$ cat src/rtl/vsg_pkg.sv
package vsg_pkg;
  typedef enum logic [1:0] {
    TM_LINE0 = 2'd0,
    TM_FIELD = 2'd1,
    TM_VPULSE = 2'd2,
    TM_LINE3 = 2'd3
  } tmode_e;

  function automatic logic [7:0] width_of(input logic [1:0] code);
    case (code)
      2'd0: width_of = 8'd1;
      2'd1: width_of = 8'd4;
      2'd2: width_of = 8'd16;
      default: width_of = 8'd128;
    endcase
  endfunction

  function automatic logic [4:0] offset_of(input logic [1:0] code);
    case (code)
      2'd0: offset_of = 5'd0;
      2'd1: offset_of = 5'd4;
      2'd2: offset_of = 5'd8;
      default: offset_of = 5'd16;
    endcase
  endfunction
endpackage

$ cat src/rtl/vsg_clr_detect.sv
module vsg_clr_detect (
  input  logic clk_i,
  input  logic rst_ni,
  input  logic pulse_i,
  output logic clr_o
);
  logic q, armed;

  // q resets high so a level already high at release is not seen as a rise
  always_ff @(posedge clk_i or negedge rst_ni) begin
    if (!rst_ni) begin
      q     <= 1'b1;
      armed <= 1'b0;
    end else begin
      q <= pulse_i;
      if (pulse_i && !q) armed <= 1'b1;
      else if (!pulse_i && q) armed <= 1'b0;
    end
  end

  assign clr_o = armed && q && !pulse_i;
endmodule

$ cat src/rtl/vsg_timebase.sv
module vsg_timebase #(
  parameter int CPL = 1728,
  parameter int LPF = 625,
  localparam int HW = $clog2(CPL),
  localparam int VW = $clog2(LPF)
) (
  input  logic          clk_i,
  input  logic          rst_ni,
  input  logic          clr_i,
  output logic [HW-1:0] h_o,
  output logic [VW-1:0] v_o
);
  localparam logic [HW-1:0] H_LAST = HW'(CPL - 1);
  localparam logic [VW-1:0] V_LAST = VW'(LPF - 1);

  always_ff @(posedge clk_i or negedge rst_ni) begin
    if (!rst_ni) begin
      h_o <= '0;
      v_o <= '0;
    end else if (clr_i) begin
      h_o <= '0;
      v_o <= '0;
    end else if (h_o == H_LAST) begin
      h_o <= '0;
      v_o <= (v_o == V_LAST) ? '0 : v_o + 1'b1;
    end else begin
      h_o <= h_o + 1'b1;
    end
  end
endmodule

$ cat src/rtl/vsg_hs_gen.sv
module vsg_hs_gen import vsg_pkg::*; #(
  parameter int HW = 11
) (
  input  logic          clk_i,
  input  logic          rst_ni,
  input  logic [HW-1:0] h_i,
  input  logic          master_i,
  input  logic [1:0]    width_i,
  input  logic [1:0]    skew_i,
  output logic          hsync_no
);
  logic [HW:0] hx, start, stop;
  logic        act;

  assign hx    = {1'b0, h_i};
  assign start = (HW+1)'(skew_i);
  assign stop  = start + (HW+1)'(width_of(width_i));
  assign act   = (hx >= start) && (hx < stop);

  always_ff @(posedge clk_i or negedge rst_ni) begin
    if (!rst_ni) hsync_no <= 1'b1;
    else         hsync_no <= !(master_i && act);
  end
endmodule

$ cat src/rtl/vsg_fv_gen.sv
module vsg_fv_gen import vsg_pkg::*; #(
  parameter int HW   = 11,
  parameter int VW   = 10,
  parameter int LPF  = 625,
  parameter int LONG = 864
) (
  input  logic          clk_i,
  input  logic          rst_ni,
  input  logic [HW-1:0] h_i,
  input  logic [VW-1:0] v_i,
  input  logic          master_i,
  input  logic [1:0]    mode_i,
  input  logic [1:0]    off_i,
  input  logic [1:0]    shared_i,
  input  logic [1:0]    skew_i,
  output logic          vsync_no
);
  localparam logic [VW-1:0] HALF   = VW'((LPF + 1) / 2);
  localparam logic [HW:0]   LONG_C = (HW+1)'(LONG);

  logic [HW:0] hx, base, pulse_end, first_start;
  logic        line0, after_start, before_end, act;

  assign hx          = {1'b0, h_i};
  assign base        = (HW+1)'(skew_i) + (HW+1)'(offset_of(off_i));
  assign pulse_end   = base + (HW+1)'(width_of(shared_i));
  assign first_start = base + (shared_i[0] ? LONG_C : '0);

  always_comb begin
    line0       = (v_i == '0);
    after_start = !line0 || (hx >= first_start);
    before_end  = (v_i < HALF) || ((v_i == HALF) && (hx < base));
    case (tmode_e'(mode_i))
      TM_FIELD:  act = after_start && before_end;
      TM_VPULSE: act = line0 && (hx >= base) && (hx < pulse_end);
      default:   act = line0;
    endcase
  end

  always_ff @(posedge clk_i or negedge rst_ni) begin
    if (!rst_ni) vsync_no <= 1'b1;
    else         vsync_no <= !(master_i && act);
  end
endmodule

$ cat src/rtl/vsg_master.sv
module vsg_master #(
  parameter int CLKS_PER_LINE   = 1728,
  parameter int LINES_PER_FRAME = 625,
  parameter int CLK_HZ          = 27_000_000
) (
  input  logic       clk_i,
  input  logic       rst_ni,
  input  logic       master_i,
  input  logic [1:0] mode_i,
  input  logic [1:0] hs_width_i,
  input  logic [1:0] hs_vs_off_i,
  input  logic [1:0] shared_i,
  input  logic [1:0] skew_i,
  input  logic       cnt_rst_i,
  output logic       hsync_no,
  output logic       vsync_no
);
  localparam int HW   = $clog2(CLKS_PER_LINE);
  localparam int VW   = $clog2(LINES_PER_FRAME);
  localparam int LONG = (CLK_HZ / 1000) * 32 / 1000;

  logic          clr;
  logic [HW-1:0] h_cnt;
  logic [VW-1:0] v_cnt;

  vsg_clr_detect u_clr (
    .clk_i   (clk_i),
    .rst_ni  (rst_ni),
    .pulse_i (cnt_rst_i),
    .clr_o   (clr)
  );

  vsg_timebase #(.CPL(CLKS_PER_LINE), .LPF(LINES_PER_FRAME)) u_tb (
    .clk_i  (clk_i),
    .rst_ni (rst_ni),
    .clr_i  (clr),
    .h_o    (h_cnt),
    .v_o    (v_cnt)
  );

  vsg_hs_gen #(.HW(HW)) u_hs (
    .clk_i    (clk_i),
    .rst_ni   (rst_ni),
    .h_i      (h_cnt),
    .master_i (master_i),
    .width_i  (hs_width_i),
    .skew_i   (skew_i),
    .hsync_no (hsync_no)
  );

  vsg_fv_gen #(.HW(HW), .VW(VW), .LPF(LINES_PER_FRAME), .LONG(LONG)) u_fv (
    .clk_i    (clk_i),
    .rst_ni   (rst_ni),
    .h_i      (h_cnt),
    .v_i      (v_cnt),
    .master_i (master_i),
    .mode_i   (mode_i),
    .off_i    (hs_vs_off_i),
    .shared_i (shared_i),
    .skew_i   (skew_i),
    .vsync_no (vsync_no)
  );
endmodule

$ cat config.mk
export PLATFORM = sky130hd
export DESIGN_NAME = vsg_master
export DESIGN_NICKNAME = d
export VERILOG_FILES = /design/src/rtl/vsg_pkg.sv /design/src/rtl/vsg_clr_detect.sv /design/src/rtl/vsg_timebase.sv /design/src/rtl/vsg_hs_gen.sv /design/src/rtl/vsg_fv_gen.sv /design/src/rtl/vsg_master.sv
export SDC_FILE = /design/constraint.sdc
export NUM_CORES = 1
export LEC_CHECK = 0
export BUFFER_PORTS_ARGS = -buffer_cell sky130_fd_sc_hd__buf_2
export CORE_ASPECT_RATIO = 0.5
export CORE_UTILIZATION = 55
export DETAILED_ROUTE_END_ITERATION = 10
export GPL_TIMING_DRIVEN = 0
export PLACE_DENSITY = 0.74
export SLEW_MARGIN = 10
export SYNTH_ARGS = -nofsm -noshare
export SYNTH_HDL_FRONTEND = slang
export SYNTH_HIERARCHICAL = 1
export SYNTH_SLANG_ARGS = --single-unit
$ cat constraint.sdc
create_clock -name clk_i -period 2.6 [get_ports clk_i]
set_input_delay 0.13 -clock clk_i [delete_from_list [all_inputs] [get_ports clk_i]]
set_output_delay 0.13 -clock clk_i [all_outputs]
set_load 0.005 [all_outputs]
Word level (Yosys, flattened, before mapping)

Index checks and enable logic that the tools add are counted.

Register bits: 25
Input port bits: 14
Output and inout bits: 2
Word-level logic and storage cells: 66

Add/sub/neg operators: 6
Order comparisons: 7
Equality and inequality tests: 11
Muxes and demuxes: 12
Reduce and logical (&&, ||, !) cells: 24

Operator list:

| operator              | number |
|---|---|
| $pmux 8 s3            | 2 |
| $mux 10               | 4 |
| $lt 11x12->1          | 3 |
| $ge 11x12->1          | 2 |
| $mux 11               | 2 |
| $pmux 5 s3            | 1 |
| $add 12x12->12        | 1 |
| $add 12x8->12         | 1 |
| $add 11x1->11 const B | 1 |
| $eq 11x11->1 const B  | 1 |
| $ge 11x2->1           | 1 |
| $logic_and 1x1->1     | 11 |
| $add 10x1->10 const B | 1 |
| $eq 10x10->1 const B  | 1 |
| $eq 10x9->1 const B   | 1 |
| $logic_not 10->1      | 1 |
| $lt 10x9->1 const B   | 1 |
| $add 2x8->9           | 1 |
| $eq 2x1->1 const B    | 4 |
| $eq 2x2->1 const B    | 4 |
| $add 2x5->6           | 1 |
| $logic_not 2->1       | 3 |
| $logic_not 1->1       | 5 |
| $reduce_bool 2->1     | 2 |
| 3 further kinds       | 5 |

Logic depth before layout (Yosys ltp)

Gate-level depths: netlist (run 1).

Depth in word-level cells: 10
Depth in mapped cells: 12
Mapped depth without buffers: 12

Hierarchy

Netlist (run 1), hierarchy kept.

Modules (own cells, without submodules):

| module         | times used | cells each | area an instance (sq um) | seq. area each (sq um) |
|---|---|---|---|---|
| vsg_timebase   | 1          | 115        | 1101.1                   | 525.5 |
| vsg_fv_gen     | 1          | 93         | 740.7                    | 26.3 |
| vsg_hs_gen     | 1          | 33         | 274.0                    | 26.3 |
| vsg_clr_detect | 1          | 6          | 91.3                     | 51.3 |

Worst setup path before layout (run 1)

Ideal clock, no wire load.

Path type: input-to-reg
Start: input shared_i[0]
End: register u_fv.vsync_no
Library setup time: 0.088 ns
Data arrival time: 2.165 ns
Required time: 2.512 ns
Path slack: 0.347 ns
Cell stages on the path: 11
Path buffers: 0
Path through: inv_1 nor2_1 ha_1 a31o_2 a31oi_1 ha_1 a211o_1 nand2_1 a41oi_1 a2111oi_0 o2bb2ai_1

Longest elaborated chain between the ends: 8
Elaborated cells on any way between the ends: 15
Classes of those cells: 2 x add/sub; 2 x order compare; 2 x eq/ne; 3 x mux; 6 x reduce/logical

Ends and longest elaborated chain:

| item                                             | line                               | RTL |
|---|---|---|
| start, declared                                  | vsg_master.sv:12                   | `input logic [1:0] shared_i,` |
| $eq 2x2->1 (tied with other cells)               | vsg_pkg.sv:10                      | `case (code)` |
| $pmux 8 s3 or $add 12x12->12 (tied branches)     | vsg_pkg.sv:10, vsg_fv_gen.sv:27    |  |
| $add 12x8->12 or $ge 11x12->1 (tied branches)    | vsg_fv_gen.sv:26, vsg_fv_gen.sv:31 |  |
| $lt 11x12->1 or $logic_or 1x1->1 (tied branches) | vsg_fv_gen.sv:35, vsg_fv_gen.sv:31 |  |
| $logic_and 1x1->1, on equally long branches      | vsg_fv_gen.sv:35, vsg_fv_gen.sv:34 |  |
| $pmux 1 s2 *                                     | vsg_fv_gen.sv:33                   | `case (tmode_e'(mode_i))` |
| $logic_and 1x1->1 *                              | vsg_fv_gen.sv:42                   | `else vsync_no <= !(master_i && act);` |
| $logic_not 1->1 *                                | vsg_fv_gen.sv:42                   |  |
| end signal, assigned                             | vsg_fv_gen.sv:42                   |  |
| end, declared                                    | vsg_fv_gen.sv:16                   | `output logic vsync_no` |

Every way passes the cells marked *; elsewhere a longest branch is shown, timed or not.
A chain may end at the register's enable or synchronous reset.

Final worst setup path (run 1)

Ends and elaborated chain as after synthesis.

==> qor.txt, run 1 <==
CTS tree - done
crit path kind - input port to flip-flop
outcome - complete, no violations
vias per cell - 6.00
chip width - 91.6 um
H-tree depth - 1
CP startpoint kind - input port
crit-path max FO - 5
Post-synth EDFFs - 0
CP Capture Type - flip-flop
CP peak stage delay - 400 ps
Peak VDD IR - 0.000376 V
Hold Crit Class - input port to flip-flop
Filler cells - 307
Tcrit/Tclk final - 91.5%
DR iter-0 viols - 124
syn_nets - 294
global route total overflow - 0
Sink Count - 25
Netlist cell types - 50
worst path buffer plus inverter count - 2
post-synthesis sequential area ratio - 28.5%
vias in the first global route - 1737
Initial Utilization - 60.9%
largest family of logic cells by synthesized area - simple AND/OR/NAND/NOR gates
post-synthesis adder-cell area fraction - 19.2%
worst setup margin - 222 ps
Syn-to-layout area delta - 9.35%
pin count of the biggest net entering global routing - 26
post-layout util - 66.6%
share of layout cells above drive strength 1 - 16.0%
first-pass GRT wire length - 8090 um
Cell Pwr Density - 647 nW/um^2
synth warn - 6
final count of pins violating max slew - 0
Max-Cap Viols - 0
HPWL after DPL - 3690 um
Core ar. - 3620 um^2
Synth Flop Type - dfrtp_1
Antenna Cells - 0
vias - 1914
mux contribution to synthesized area - 0.680%
fraction of registers with async set/reset - 100%
final wirelength - 5020 um
fmax - 0.420 GHz
CTS Buf Count - 3
final setup fails - 0
GRT Util Overall - 24.5%
IO Pins - 16
Hold Vio Cnt, Final - 0
clock skew - 3.72 ps
simple-gate share of the synthesized area - 26.2%
nets - 316
drt pass-1 iters - 4
initial antenna violation count - 0
Seq cells post-synth - 25
Site Rows - 15
unrepaired setup endpoints after global routing - false
Reg clk slew, reported paths - 90 ps
FF-to-FF setup slack - 390 ps
cell family with most CP delay - compound AO/OA/AOI/OAI gates
xor/xnor share of the synthesized area - 5.16%
Final ANT Viol Nets - 0
relative slew slack - 62.0%
root buf cell - clkbuf_8
Bufs on Longest Clock Path - 2
post-synthesis instance total - 247
actual transition at the worst max-transition pin - 569 ps
minimum clock period - 2380 ps
Die Y - 46.8 um
Compound-Gate Fraction of Synth Area - 16.7%
Worst EP required - 2790 ps
Crit path top cell by count - ha_1
Slowest cell on crit path - a2111oi_1
clock latency on the worst-skew pair - 270 ps
static leakage - 1.12 nW
WP data arrival - 2570 ps
DR WL/cell - 15.7 um
Cell Area, Synth - 2210 um^2
full die area - 4290 um^2
Port Buffers - 15
synthesized area per cell - 8.94 um^2
dpl ws - -54.8 ps
routability cong. - 0.847
drt drc - 0
CP Cell Sequence - buf_2 -> inv_1 -> nor2_1 -> ha_1 -> a31o_2 -> a31oi_1 -> ha_1 -> a211o_1 -> nand2_1 -> a41oi_1 -> a2111oi_1 -> o2bb2ai_1
-- cell usage after synthesis, types with 3 or more instances --
| cell type | number | area (um^2) |
|---|---|---|
| o21ai_0 | 12 | 60.1 |
| nor2_1 | 19 | 71.3 |
| a21oi_1 | 15 | 75.1 |
| nor3_1 | 3 | 15.0 |
| nand2b_1 | 3 | 18.8 |
| nand3_1 | 12 | 60.1 |
| or3_2 | 7 | 52.6 |
| xnor2_1 | 7 | 61.3 |
| dfrtp_1 | 22 | 551 |
| nand2_1 | 14 | 52.6 |
| o31ai_1 | 3 | 22.5 |
| inv_1 | 20 | 75.1 |
| nand4_1 | 8 | 50.1 |
| dfstp_2 | 3 | 78.8 |
| a31oi_1 | 3 | 18.8 |
| xor2_1 | 6 | 52.6 |
| a21o_1 | 3 | 22.5 |
| and2_1 | 3 | 18.8 |
| and3_1 | 5 | 31.3 |
| nor2b_1 | 6 | 37.5 |
| ha_1 | 33 | 413 |
| nor4_1 | 5 | 31.3 |
-- what timing repair did --
item	CTS	global route
hold endpoints to repair	23	0
resized for setup	0	1
setup endpoints to repair	0	1
hold buffers	2	0
buffers inserted	0	0
-- kinds of logic after synthesis --
family	after synthesis
adder cells (fa/ha/maj)	34
multiplexers	1
flip-flops	25
AND/OR/NAND/NOR	98
AO/OA/AOI/OAI	55
buffers and inverters	21
XOR/XNOR	13
-- per-stage QoR --
stage	hold WS (ps)	std cells	area, um^2	TNS (ps)	power, mW
floorplan	-166	247	2210	0	1.11
global placement	149	313	2350	-37.1	1.28
detailed placement	157	313	2350	-54.8	1.32
CTS	241	319	2410	0	1.56
global route	274	319	2410	0	1.69
finish	249	319	2410	0	1.56
-- worst paths after layout --
path,startpoint,to,cells after the start
hold reg to reg,u_clr/armed,u_clr/armed,1
hold / removal,master_i,u_hs/hsync_no,3
max in group asynchronous,rst_ni,u_hs/hsync_no,2
setup / recovery,shared_i[0],u_fv/vsync_no,12
min in group asynchronous,rst_ni,u_tb/v_o[8],2
setup reg to reg,u_tb/h_o[1],u_tb/v_o[2],6
-- metal layers --
metal | vias up | share of wire (%) | global-route usage [%]
met3 | 2 | 4.6 | 4.37
met5 | - | 0 | 0
met2 | 39 | 44 | 41.7
li1 | 968 | - | -
met4 | 0 | 0.32 | 2.86
met1 | 905 | 51 | 34.9
-- placed cells by master, fill, tap and decap left out, drive strengths merged, types with 4 or more instances in the layout --
| master | Yosys | layout |
|---|---|---|
| nand2 | 14 | 14 |
| and3 | 6 | 6 |
| xnor2 | 7 | 7 |
| nand3 | 12 | 12 |
| inv | 20 | 20 |
| ha | 33 | 33 |
| nor2 | 19 | 19 |
| o21ai | 13 | 13 |
| clkbuf | 1 | 4 |
| nand4 | 10 | 10 |
| dfrtp | 22 | 22 |
| a21oi | 16 | 16 |
| or3 | 8 | 8 |
| nor2b | 6 | 6 |
| buf | 0 | 15 |
| xor2 | 6 | 6 |
| nor4 | 7 | 7 |
-- power breakdown --
part / leakage, nW / total, mW / switching (mW) / internal (mW)
clock network: 0.0255 / 0.233 / 0.126 / 0.107
registers: 0.327 / 0.640 / 0.174 / 0.466
logic: 0.763 / 0.689 / 0.349 / 0.340
-- sequential cells by signal, summed over array words and instances (netlist names) --
signal,cells
u_tb/h_o,11
u_tb/v_o,10
u_clr/q,1
u_hs/hsync_no,1
u_clr/armed,1
u_fv/vsync_no,1
-- final cells by class --
cell class | count | area, um^2 | share of cell area [%]
Buffer | 1 | 5.00 | 0.207
Clock buffer | 3 | 41.3 | 1.71
Clock inverter | 1 | 5.00 | 0.207
Inverter | 20 | 75.1 | 3.11
Multi-Input combinational cell | 201 | 1500 | 62.1
Sequential cell | 25 | 629 | 26.1
Tap cell | 51 | 63.8 | 2.64
Timing Repair Buffer | 17 | 95.1 | 3.94
-- worst register-to-register path, cell delays in order (launching register included) --
cell and delay (ps):
dfrtp_1 560, ha_1 330, nand2_1 160, o31a_1 400, clkbuf_2 220, or3_1 330, a21oi_1 140
Note: power is estimated with default switching activity, not from simulation.
==> inputs of run 2 (changes only) <==
--- a/config.mk
+++ b/config.mk
@@ -6,11 +6,13 @@
 export NUM_CORES = 1
 export LEC_CHECK = 0
 export BUFFER_PORTS_ARGS = -buffer_cell sky130_fd_sc_hd__buf_2
+export CELL_PAD_IN_SITES_DETAIL_PLACEMENT = 1
+export CELL_PAD_IN_SITES_GLOBAL_PLACEMENT = 1
 export CORE_ASPECT_RATIO = 0.5
-export CORE_UTILIZATION = 55
+export CORE_UTILIZATION = 47
 export DETAILED_ROUTE_END_ITERATION = 10
 export GPL_TIMING_DRIVEN = 0
-export PLACE_DENSITY = 0.74
+export PLACE_DENSITY = 0.81
 export SLEW_MARGIN = 10
 export SYNTH_ARGS = -nofsm -noshare
 export SYNTH_HDL_FRONTEND = slang
==> run 2 against run 1 <==
Effect of this change: final cell count rose by 1.9%; register-to-register slack got worse by 70 ps; critical endpoint unchanged; flip-flop and latch count did not move; routed wire length is 14% higher; via count grew 2.4%; largest power group unchanged; highest routed layer unchanged; die area up 16%.
==> qor.txt, run 2 (synthesis results as in run 1) <==
outcome - complete, no violations
unrepaired setup endpoints after global routing - false
DR WL/cell - 17.6 um (+11%)
Syn-to-layout area delta - 9.58%
final count of pins violating max slew - 0 (unchanged)
R2R Path Start - u_tb/h_o[1]
first-pass GRT wire length - 9690 um (+20%)
r2r endpoint - u_tb/v_o[2]
Antenna Cells - 0 (unchanged)
Internal Pwr Total - 0.917 mW (+0.47%)
Filler cells - 543 (+77%)
switching portion of total power - 42.3% (+0.72 points)
top flop regs - u_tb/h_o x11, u_tb/v_o x10
Post-CTS Setup Bufs - 0 (unchanged)
vias per cell - 6.03 (+0.46%)
Reg clk slew, reported paths - 90 ps (about the same)
share of layout cells above drive strength 1 - 15.7% (-0.37 points)
combinational share of power - 44.3% (+0.2 points)
commonest non-fill, non-tap cell in the layout - ha_1
routability cong. - 0.849 (+0.26%)
relative slew slack - 61.7% (-0.38 points)
HPWL after DPL - 4360 um (+18%)
clock skew - 3.73 ps (+0.0116 ps)
commonest non-fill, non-tap cells in the layout - ha_1, dfrtp_1, inv_1, nor2_1
pin count of the biggest net entering global routing - 26 (unchanged)
max FFs per register - 11 (unchanged)
IO Pins - 16 (unchanged)
Site Rows - 17 (+2)
Tcrit/Tclk final - 94.7% (+3.2 points)
HP Start - master_i
vias - 1959 (+2.4%)
actual transition at the worst max-transition pin - 575 ps (+5.68 ps)
full die area - 4990 um^2 (+16%)
post-layout util - 54.4% (-12 points)
final wirelength - 5700 um (+14%)
Hold Crit Class - input port to flip-flop
WP data arrival - 2660 ps (+90 ps)
Port Buffers - 15 (unchanged)
Metal-1 WL - 2900 um (+13%)
fmax - 0.406 GHz (-3.4%)
met3 WL - 94 um (-59%)
Max-Cap Viols - 0 (unchanged)
CP Cell Sequence - buf_2 -> inv_1 -> nor2_1 -> ha_1 -> a31o_2 -> a31oi_1 -> ha_1 -> a211o_1 -> nand2_1 -> a41oi_1 -> a2111oi_0 -> o2bb2ai_1
Psw - 0.671 mW (+3.5%)
Die Y - 50.5 um (+7.8%)
Largest Register - u_tb/h_o
minimum clock period - 2460 ps (+83.1 ps)
root buf cell - clkbuf_8
crit path kind - input port to flip-flop
total power draw - 1.59 mW (+1.7%)
crit-path max FO - 5 (unchanged)
DR iter-0 viols - 123 (-0.81%)
DR top layer - met4
Core ar. - 4450 um^2 (+23%)
drt pass-1 iters - 4 (unchanged)
Crit path top cell by count - ha_1
Sink Count - 25 (unchanged)
Bufs on Longest Clock Path - 2 (unchanged)
CTS tree - done
reg2reg path depth - 6 (unchanged)
Cell Pwr Density - 657 nW/um^2 (+1.5%)
Post-CTS Resized - 0 (unchanged)
Hold Vio Cnt, Final - 0 (unchanged)
H-tree depth - 1 (unchanged)
Peak VDD IR - 0.000219 V (-42%)
CP Capture Type - flip-flop
CP startpoint kind - input port
final setup fails - 0 (unchanged)
CTS Buf Count - 3 (unchanged)
hold path endpoint - u_hs/hsync_no
Clk network pwr share - 14.8% (about the same)
Final ANT Viol Nets - 0 (unchanged)
Slowest cell on crit path - a2111oi_0
nets - 316 (unchanged)
chip width - 98.9 um (+8.0%)
met2 WL - 2660 um (+21%)
hold path depth - 3 (unchanged)
vias in the first global route - 1973 (+14%)
GRT Util Overall - 25.3% (+0.78 points)
Sequential Power Share - 40.9% (about the same)
initial antenna violation count - 0 (unchanged)
global route total overflow - 0 (unchanged)
Initial Utilization - 49.6% (-11 points)
drt drc - 0 (unchanged)
CP peak stage delay - 460 ps (+60 ps)
static leakage - 1.11 nW (-0.25%)
Worst EP required - 2800 ps (about the same)
clock latency on the worst-skew pair - 270 ps (about the same)
FF-to-FF setup slack - 320 ps (-70 ps)
==> run 2: cell types whose count changed in the layout (fill, tap and decap cells not counted) <==
| cell | before | now |
|---|---|---|
| clkbuf_1 | 0 | 1 |
| a2111oi_1 | 1 | 0 |
| a2111oi_0 | 0 | 1 |
| clkinv_2 | 1 | 0 |
==> run 2: how the worst max path moves through the flow <==
stage                 from            end  slack [ps]
6_report       shared_i[0]  u_fv/vsync_no         140
5_1_grt        shared_i[0]  u_fv/vsync_no          20
4_1_cts        shared_i[0]  u_fv/vsync_no         170
3_5_place_dp   shared_i[0]  u_fv/vsync_no        -130
3_3_place_gp   shared_i[0]  u_fv/vsync_no         -60
2_1_floorplan  shared_i[0]  u_fv/vsync_no         350
==> run 2: worst max-delay path, delay by kind of cell <==
family / cells / cell delay (ps)
simple gates: 2 / 150
buf+inv: 2 / 320
fa+ha+maj: 2 / 590
compound gates: 6 / 1460
==> run 2: per-stage QoR <==
step / hold slack, ps / setup TNS, ps / worst slack [ps] / area (um^2) / instances
2_1_floorplan: -166 / 0 / 347 / 2210 / 247
3_3_place_gp: 149 / -63.2 / -63.2 / 2350 / 319
3_5_place_dp: 168 / -130 / -130 / 2350 / 319
4_1_cts: 234 / 0 / 169 / 2420 / 325
5_1_grt: 264 / 0 / 17.9 / 2420 / 325
6_report: 239 / 0 / 139 / 2420 / 325
==> run 2: area by class of cell <==
type / count / area, um^2 / share of cell area, %
Inverter: 20 / 75.1 / 3.10
Multi-Input combinational cell: 201 / 1500 / 61.9
Sequential cell: 25 / 629 / 26.0
Tap cell: 57 / 71.3 / 2.95
Timing Repair Buffer: 17 / 95.1 / 3.93
Clock buffer: 4 / 45.0 / 1.86
Buffer: 1 / 5.00 / 0.207
==> run 2: power by group through the flow <==
stage	registers, mW	clock network [mW]	logic (mW)
global placement	0.646	0	0.642
detailed placement	0.656	0	0.700
global route	0.671	0.256	0.804
CTS	0.648	0.244	0.708
floorplan	0.591	0	0.522
finish	0.650	0.235	0.704
==> run 2: what timing repair did <==
item,CTS,global route
endpoints found under the hold margin,23,0
endpoints found under the setup margin,0,0
hold buffers,2,0
==> run 2: metal layers <==
layer  GRT usage (%)  vias up
li1                -      959
met1            34.8      979
met2            42.9       15
met3            3.34        6
met4            5.72        0
met5               0        -
==> inputs of run 3 (changes only) <==
--- a/config.mk
+++ b/config.mk
@@ -9,10 +9,10 @@
 export CELL_PAD_IN_SITES_DETAIL_PLACEMENT = 1
 export CELL_PAD_IN_SITES_GLOBAL_PLACEMENT = 1
 export CORE_ASPECT_RATIO = 0.5
-export CORE_UTILIZATION = 47
+export CORE_UTILIZATION = 42
 export DETAILED_ROUTE_END_ITERATION = 10
 export GPL_TIMING_DRIVEN = 0
-export PLACE_DENSITY = 0.81
+export PLACE_DENSITY = 0.76
 export SLEW_MARGIN = 10
 export SYNTH_ARGS = -nofsm -noshare
 export SYNTH_HDL_FRONTEND = slang
==> constraint.sdc (replaced) <==
create_clock -name clk_i -period 2 [get_ports clk_i]
set_input_delay 0.1 -clock clk_i [delete_from_list [all_inputs] [get_ports clk_i]]
set_output_delay 0.1 -clock clk_i [all_outputs]
set_load 0.005 [all_outputs]
==> run 3 against run 2 <==
Effect of this change: count of clock-buffer cells in the layout shrank 1; clock skew increased by 4.7 ps; via count increased by 4.2%; critical endpoint is now u_tb/v_o[2]; largest cell class unchanged; largest power group unchanged.
==> qor.txt, run 3 (synthesis results as in run 1) <==
outcome - complete, no violations
CP startpoint kind - flip-flop
minimum clock period - 1950 ps
Site Rows - 18 (+1)
CTS Buf Count - 3 (unchanged)
met2 WL - 3120 um (+17%)
DR iter-0 viols - 52 (-58%)
clock latency on the worst-skew pair - 270 ps (about the same)
Non-Filler Instances - 351 (+8.0%)
met3 WL - 161 um (+71%)
WP data arrival - 2140 ps (-520 ps)
unrepaired setup endpoints after global routing - true
DR top layer - met4
final wirelength - 6360 um (+12%)
initial antenna violation count - 0 (unchanged)
CP peak stage delay - 540 ps (+80 ps)
hold path endpoint - u_hs/hsync_no
fmax - 0.514 GHz
vias per cell - 5.81 (-3.5%)
static leakage - 1.19 nW (+6.5%)
root buf cell - clkbuf_8
global route total overflow - 0 (unchanged)
placed cell count - 332 (+4.1%)
final count of pins violating max slew - 0 (unchanged)
Sink Count - 25 (unchanged)
vias - 2041 (+4.2%)
commonest non-fill, non-tap cell in the layout - ha_1
Max-Cap Viols - 0 (unchanged)
Storage cell area - 643 um^2 (+2.2%)
HP Start - master_i
Port Buffers - 15 (unchanged)
clock skew - 8.44 ps (+4.71 ps)
Peak VDD IR - 0.000367 V (+67%)
IO Pins - 16 (unchanged)
GRT Util Overall - 23.7% (-1.6 points)
Antenna Cells - 0 (unchanged)
Final ANT Viol Nets - 0 (unchanged)
nets - 329 (+4.1%)
r2r endpoint - u_tb/v_o[2]
Filler cells - 601 (+11%)
Die Y - 53.3 um (+5.6%)
Syn-to-layout area delta - 22.2%
routability cong. - 0.850 (+0.18%)
full die area - 5570 um^2 (+12%)
actual transition at the worst max-transition pin - 588 ps (+12.9 ps)
commonest non-fill, non-tap cells in the layout - ha_1, inv_1, buf_4, nor2_1, a21oi_1
first-pass GRT wire length - 10200 um (+5.5%)
drt drc - 0 (unchanged)
Slowest cell on crit path - dfrtp_2
max FFs per register - 11 (unchanged)
CP Cell Sequence - nand4bb_1 -> o31a_1 -> clkbuf_4 -> or3_1 -> a21oi_1
vias in the first global route - 2067 (+4.8%)
top flop regs - u_tb/h_o x11, u_tb/v_o x10
final setup fails - 0 (unchanged)
chip width - 105 um (+5.7%)
worst path buffer plus inverter count - 1 (-1)
Core ar. - 5000 um^2 (+12%)
dpl ws - -500 ps (-369 ps)
Cell Pwr Density - 847 nW/um^2 (+29%)
Largest Register - u_tb/h_o
Worst Hold Margin - 205 ps (-34.4 ps)
share of layout cells above drive strength 1 - 30.2% (+15 points)
Bufs on Longest Clock Path - 2 (unchanged)
Hold Vio Cnt, Final - 0 (unchanged)
reg2reg path depth - 5 (-1)
pin count of the biggest net entering global routing - 26 (unchanged)
H-tree depth - 1 (unchanged)
footprint of the multi-input gates - 1630 um^2 (+9.0%)
cell family with most CP delay - compound AO/OA/AOI/OAI gates
relative slew slack - 60.8% (-0.86 points)
HPWL after DPL - 4310 um (-1.1%)
worst setup margin - 54.6 ps (-83.9 ps)
Worst EP required - 2200 ps (-600 ps)
R2R Path Start - u_tb/h_o[7]
CTS tree - done
Hold Crit Class - input port to flip-flop
FF-to-FF setup slack - 50 ps (-270 ps)
crit-path max FO - 11 (+6)
Metal-1 WL - 3040 um (+4.9%)
Initial Utilization - 44.1% (-5.5 points)
Reg clk slew, reported paths - 100 ps (about the same)
drt pass-1 iters - 4 (unchanged)
DR WL/cell - 18.1 um (+3.3%)
Tcrit/Tclk final - 97.3%
CP Capture Type - flip-flop
hold path depth - 3 (unchanged)
crit path kind - flip-flop to flip-flop
==> run 3: metal layers <==
metal  vias to the layer above  GRT usage, %
met2                        26          43.7
met3                         6          2.83
li1                        989             -
met1                      1020          30.9
met5                         -             0
met4                         0          3.57
==> run 3: how the worst max path moves through the flow <==
stage / end / slack (ps) / cells after the start / from
final: u_tb/v_o[2] / 50 / 5 / u_tb/h_o[7]
after global routing: u_fv/vsync_no / -60 / 12 / shared_i[0]
after CTS: u_fv/vsync_no / 0.6 / 13 / shared_i[0]
after detailed placement: u_fv/vsync_no / -500 / 12 / shared_i[0]
after global placement: u_fv/vsync_no / -350 / 12 / shared_i[0]
after floorplan: u_fv/vsync_no / 3 / 10 / hs_vs_off_i[0]
==> run 3: through the flow <==
step	util [%]	cell area [um^2]	setup TNS [ps]	total power, mW
floorplan	-	2210	0	1.45
CTS	51.5	2570	0	2.16
finish	54.0	2700	0	2.28
global route	54.0	2700	-86.9	2.47
detailed placement	47.4	2370	-3210	1.75
global placement	47.4	2370	-2460	1.68
==> run 3: worst min-delay path, delay by kind of cell <==
family	cells	cell delay, ps
buffers and inverters	1	120
and+or+nand+nor	1	160
AOI/OAI and AO/OA	1	100
==> run 3: cell type report <==
class	count	area share, %
inverters	20	2.88
flip-flops and latches	25	23.8
well taps	70	3.25
clock inverters	1	0.186
plain buffers	1	0.278
clock buffers	3	1.53
multi-input cells	201	60.5
repair buffers	30	7.51
==> run 3: timing repair <==
action	CTS	global route
gates resized for setup	24	19
endpoints found under the setup margin	18	9
buffers inserted	5	9
endpoints found under the hold margin	23	0
pin swaps	8	12
hold buffers	2	0
==> run 3: report_power, final <==
group	total (mW)	switching, mW	internal, mW
Combinational	1.19	0.622	0.564
Clock	0.308	0.168	0.140
Sequential	0.790	0.170	0.620
Total	2.28	0.961	1.32
